## config.mk

```make
export PLATFORM = sky130hd
export DESIGN_NAME = prio_vec_intc
export DESIGN_NICKNAME = d
export VERILOG_FILES = /design/src/rtl/intc_pkg.sv /design/src/rtl/intc_src_capture.sv /design/src/rtl/intc_mask_reg.sv /design/src/rtl/intc_prio_enc.sv /design/src/rtl/prio_vec_intc.sv
export SDC_FILE = /design/constraint.sdc
export NUM_CORES = 1
export LEC_CHECK = 0
export ABC_AREA = 1
export BUFFER_PORTS_ARGS = -buffer_cell sky130_fd_sc_hd__buf_4
export CORE_ASPECT_RATIO = 0.6
export CORE_MARGIN = 4
export CORE_UTILIZATION = 35
export DETAILED_ROUTE_END_ITERATION = 10
export PLACE_DENSITY = 0.64
export SKIP_LAST_GASP = 1
export SYNTH_ARGS = -nofsm -noshare
export SYNTH_HDL_FRONTEND = slang
export SYNTH_SLANG_ARGS = --single-unit
```

## constraint.sdc

```tcl
create_clock -name clk -period 1.6 [get_ports clk]
set_clock_uncertainty 0.15 [all_clocks]
set_input_delay 0.08 -clock clk [delete_from_list [all_inputs] [get_ports clk]]
set_output_delay 0.08 -clock clk [all_outputs]
set_load 0.01 [all_outputs]
```

## src/rtl/intc_pkg.sv

```systemverilog
package intc_pkg;
   localparam int unsigned ADDR_W = 2;

   typedef enum logic [ADDR_W-1:0] {
      SEL_PEND = 2'd0,
      SEL_MASK = 2'd1,
      SEL_VEC  = 2'd2,
      SEL_NONE = 2'd3
   } reg_sel_e;

   // scaling of the winning index into a table offset (word entries)
   localparam int unsigned SCALE_SH = 2;
endpackage

```

## src/rtl/intc_src_capture.sv

```systemverilog
module intc_src_capture #(
   parameter int unsigned N_SRC = 16
) (
   input  logic             clk,
   input  logic             rst_n,
   input  logic [N_SRC-1:0] req_i,
   output logic [N_SRC-1:0] pend_o
);
   // level-sensitive: the register mirrors the request lines
   always_ff @(posedge clk or negedge rst_n) begin
      if (!rst_n) pend_o <= '0;
      else        pend_o <= req_i;
   end
endmodule

```

## src/rtl/intc_mask_reg.sv

```systemverilog
module intc_mask_reg #(
   parameter int unsigned N_SRC = 16
) (
   input  logic             clk,
   input  logic             rst_n,
   input  logic             wr_en_i,
   input  logic [N_SRC-1:0] wdata_i,
   output logic [N_SRC-1:0] mask_o,
   output logic [N_SRC-1:0] en_by_idx_o
);
   always_ff @(posedge clk or negedge rst_n) begin
      if (!rst_n)       mask_o <= '0;
      else if (wr_en_i) mask_o <= wdata_i;
   end

   // source n is enabled by mask bit N_SRC-1-n
   for (genvar g = 0; g < N_SRC; g++) begin : g_rev
      assign en_by_idx_o[g] = mask_o[N_SRC-1-g];
   end
endmodule

```

## src/rtl/intc_prio_enc.sv

```systemverilog
module intc_prio_enc #(
   parameter int unsigned N_SRC = 16,
   localparam int unsigned IDX_W = $clog2(N_SRC)
) (
   input  logic [N_SRC-1:0] active_i,
   output logic             found_o,
   output logic [IDX_W-1:0] idx_o
);
   // lowest index wins: scan from the bottom of the priority chain upward
   always_comb begin
      found_o = 1'b0;
      idx_o   = '0;
      for (int i = N_SRC - 1; i >= 0; i--) begin
         if (active_i[i]) begin
            found_o = 1'b1;
            idx_o   = IDX_W'(i);
         end
      end
   end
endmodule

```

## src/rtl/prio_vec_intc.sv

```systemverilog
module prio_vec_intc #(
   parameter int unsigned N_SRC   = 16,
   parameter int unsigned VEC_W   = 8,
   parameter bit          REG_OUT = 1'b0
) (
   input  logic             clk,
   input  logic             rst_n,
   input  logic [N_SRC-1:0] src_req,
   input  logic [1:0]       bus_addr,
   input  logic             bus_wr,
   input  logic [N_SRC-1:0] bus_wdata,
   output logic [N_SRC-1:0] bus_rdata,
   output logic             irq_o
);
   import intc_pkg::*;

   localparam int unsigned IDX_W    = $clog2(N_SRC);
   localparam int unsigned DATA_W   = N_SRC;
   localparam int unsigned PAD_W    = VEC_W - IDX_W - SCALE_SH;
   localparam logic [VEC_W-1:0] IDLE_VEC = VEC_W'(N_SRC << SCALE_SH);

   if ((N_SRC << SCALE_SH) >= (1 << VEC_W)) begin : g_chk_vec
      $error("vector field too narrow for idle code");
   end
   if (VEC_W > DATA_W) begin : g_chk_bus
      $error("vector field wider than data bus");
   end
   if (N_SRC < 2) begin : g_chk_src
      $error("at least two sources required");
   end

   reg_sel_e         sel;
   logic [N_SRC-1:0] pend_q;
   logic [N_SRC-1:0] mask_q;
   logic [N_SRC-1:0] en_by_idx;
   logic [N_SRC-1:0] active;
   logic             found;
   logic [IDX_W-1:0] win_idx;
   logic [VEC_W-1:0] vec_comb;
   logic [VEC_W-1:0] vec_out;

   assign sel = reg_sel_e'(bus_addr);

   intc_src_capture #(.N_SRC(N_SRC)) u_cap (
      .clk    (clk),
      .rst_n  (rst_n),
      .req_i  (src_req),
      .pend_o (pend_q)
   );

   intc_mask_reg #(.N_SRC(N_SRC)) u_mask (
      .clk         (clk),
      .rst_n       (rst_n),
      .wr_en_i     (bus_wr && (sel == SEL_MASK)),
      .wdata_i     (bus_wdata),
      .mask_o      (mask_q),
      .en_by_idx_o (en_by_idx)
   );

   assign active = pend_q & en_by_idx;

   intc_prio_enc #(.N_SRC(N_SRC)) u_enc (
      .active_i (active),
      .found_o  (found),
      .idx_o    (win_idx)
   );

   assign vec_comb = found ? {{PAD_W{1'b0}}, win_idx, {SCALE_SH{1'b0}}} : IDLE_VEC;

   if (REG_OUT) begin : g_reg_out
      logic [VEC_W-1:0] vec_q;
      logic             irq_q;
      always_ff @(posedge clk or negedge rst_n) begin
         if (!rst_n) begin
            vec_q <= IDLE_VEC;
            irq_q <= 1'b0;
         end else begin
            vec_q <= vec_comb;
            irq_q <= found;
         end
      end
      assign vec_out = vec_q;
      assign irq_o   = irq_q;
   end else begin : g_comb_out
      assign vec_out = vec_comb;
      assign irq_o   = found;
   end

   always_comb begin
      unique case (sel)
         SEL_PEND: bus_rdata = pend_q;
         SEL_MASK: bus_rdata = mask_q;
         SEL_VEC:  bus_rdata = {vec_out, {(DATA_W-VEC_W){1'b0}}};
         default:  bus_rdata = '0;
      endcase
   end
endmodule

```

==> reports/summary.txt <==
Outcome - finished, violations left
Violated checks - negative setup slack
Crit-path cells - nand2_2 -> nand2_1 -> nand2_1 -> nand2_1 -> nand2_1 -> nand2_1 -> nand2_1 -> nand2_1 -> nand2_1 -> nand2_1 -> nand2_1 -> nand2_1 -> nand2_1 -> nand2_1 -> nand2_1 -> nand2_1 -> nand2_1 -> buf_6
Vias in the first global route - 1569
Initial Utilization - 36.5%
CP Capture Type - primary output
First-pass GRT wire length - 7.54 mm
Pwr Density - 927 mW/mm^2
Setup slack at placement - -50.2 ps
Minimum clock period - 1930 ps
Most common cell in the netlist - nand2_1
Post-synthesis cell count - 170
Clock Tree Root - clkbuf_8
Final setup viols - 6
Worst setup path startpoint - u_cap.pend_o[14]
Clk Latency, worst-skew pair - 280 ps
Synth Area in XOR/XNOR - 0%
Yosys cell types - 20
Largest net degree at the start of global routing - 33
Number of diodes - 0
Overall Global Routing Usage - 18.5%
Slew @ Worst Pin - 411 ps
Nets - 320
Worst R2R End - u_mask.mask_o[13]
Synth Area in Simple Gates - 28.7%
Vias - 1554
Synth-to-layout area growth - 76.3%
RSZ-0062 raised after global routing - yes
Slew headroom - 72.6%
Core Rows - 18
Dominant cells by area after synthesis - dfrtp_1 (53%), nand2_1 (16%), mux2_2 (6.7%), nand3_1 (6.7%), mux2_1 (3.0%)
Initial DRT Pass Iterations - 4
Tcrit/Tclk final - 121%
RR Startpoint - u_mask.mask_o[13]
Core ar. - 0.00412 mm^2
FMAX - 518 MHz
Reg-to-reg slack, setup - 490 ps
Mapped Area - 0.00150 mm^2
CP Launch Type - flip-flop
Largest family of logic cells by synthesized area - simple AND/OR/NAND/NOR gates
Worst EP required - 1370 ps
Vias/cell - 4.52
Total die area - 0.00544 mm^2
Initial DRC count - 103
Die width - 92.6 um
Worst reg-to-reg path cell count - 2
Syn Nets - 207
Syn avg cell area - 8.85 um^2
Grt total ovfl - 0
Synth top cells by count - nand2_1 (63), dfrtp_1 (32), nand3_1 (20), inv_1 (10), nor2_1 (10)
Initial antenna violation count - 0
Max VDD drop - 0.508 mV
Adder-Cell Fraction of Synth Area - 0%
Final worst slack - -330 ps
I/O Buffers - 53
Clock-pin slew on the worst setup and hold paths - 60 ps
CP Class - flip-flop to primary output
FFs w/ async S/R, synth - 100%
Die height - 58.8 um
Total power - 2.46 mW
HPWL Detailed - 3.21 mm
Routed Antenna Nets - 0
Final Max Slew Viols - 0
DR WL/cell - 13.3 um
I/O pins - 54
Clk buf depth - 2
Slowest stage delay, CP - 400 ps
Num CTS Buffers - 5
Yosys reg bits - 32
Slowest stage cell on the critical path - dfrtp_1
Final Hold Viols - 0
Number of synthesized flops with an enable pin - 0
Synth warn - 0
TritonCTS Sinks - 32
Compound-Gate Fraction of Synth Area - 3.83%
Layout filler cell count - 345
Layout cells sized above 1 - 41.5%
Post-Route WL - 4.59 mm
Seq/Total Area, Yosys - 53.2%
Leakage dissipation - 1.35 nW
Most frequent CP cell - nand2_1
Worst Hold Path EP - u_mask.mask_o[5]
Crit path max-delay family - simple AND/OR/NAND/NOR gates
Cells on Worst Hold Path - 4
Main synth FF type - dfrtp_1
Critical path arrival - 1700 ps
Post-synth top area share - 53.2%
CTS H-tree depth - 2
Crit path max fanout - 2
Gpl congestion - 0.828
CTS tree - done
Worst Path Buf+Inv - 1
Multiplexer share of the synthesized area - 9.73%
HP Class - input port to flip-flop
Max-cap viol count - 0
Critical hold path startpoint - bus_wr
DRC Markers - 0
Post-synth top area cell - dfrtp_1
==> worst max-delay path by stage <==
stage,end,slack [ps],depth (start not counted)
floorplan,bus_rdata[14],110,9
global placement,bus_rdata[14],-70,10
detailed placement,bus_rdata[14],-50,10
CTS,bus_rdata[10],-330,19
global route,bus_rdata[10],-530,19
finish,bus_rdata[10],-330,18
==> placed cells by master (no fill, tap or decap), types with 4 or more instances in the layout <==
master,n
nand2_1,52
dlygate4sd3_1,33
buf_4,76
nand2_2,11
clkbuf_8,5
nand3_1,17
dfrtp_1,32
inv_1,9
mux2_1,4
mux2_2,9
nor2_1,8
==> timing repair <==
| action | in CTS | in global routing |
|---|---|---|
| endpoints found under the setup margin | 6 | 6 |
| hold endpoints to repair | 64 | 0 |
| hold buffers | 33 | 0 |
| setup buffers | 4 | 4 |
| gates resized for setup | 18 | 5 |
| pin swaps | 9 | 7 |
==> through the flow <==
step / instances / util (%) / area, um^2 / hold slack [ps] / TNS [ps]
3_5_place_dp: 295 / 50.3 / 2070 / -104 / -59.6
4_1_cts: 340 / 63.1 / 2600 / 118 / -1490
5_1_grt: 344 / 64.3 / 2650 / 120 / -2200
2_1_floorplan: 170 / - / 1500 / -366 / 0
6_report: 344 / 64.3 / 2650 / 118 / -1410
3_3_place_gp: 295 / 50.3 / 2070 / -108 / -69.7
==> registers in the layout, summed over array words and instances (netlist names) <==
| name | cells |
|---|---|
| u_mask.mask_o | 16 |
| u_cap.pend_o | 16 |
==> logic make-up (layout without fill, tap and decap cells) <==
group | Yosys count | after routing
AND/OR/NAND/NOR | 99 | 99
flip-flops | 32 | 32
buffers and inverters | 16 | 130
multiplexers | 13 | 13
AO/OA/AOI/OAI | 10 | 10
==> area by class of cell <==
type	count	area (um^2)	share of cell area, %
timing repair buffer	110	912	34.4
sequential	32	801	30.2
inverter	12	45.0	1.70
multi-input combinational	122	711	26.8
clock inverter	2	35.0	1.32
clock buffer	6	72.6	2.74
tap	60	75.1	2.83
==> worst min-delay path, cell delays in order <==
cell	delay, ps
buf_4	90
nand2_4	160
nor2_1	140
a21oi_1	50
==> where the power goes <==
group / internal, mW / switching [mW]
registers: 0.905 / 0.0665
logic: 0.400 / 0.328
clock network: 0.462 / 0.297
==> per-layer routing <==
layer	vias up	GRT usage, %	share of wire, %
met3	5	5.11	6.9
met2	54	26.2	41
li1	776	-	-
met4	0	5.64	0.81
met1	719	27.4	51
met5	-	0	0
Power figures use the tool's default switching activity.
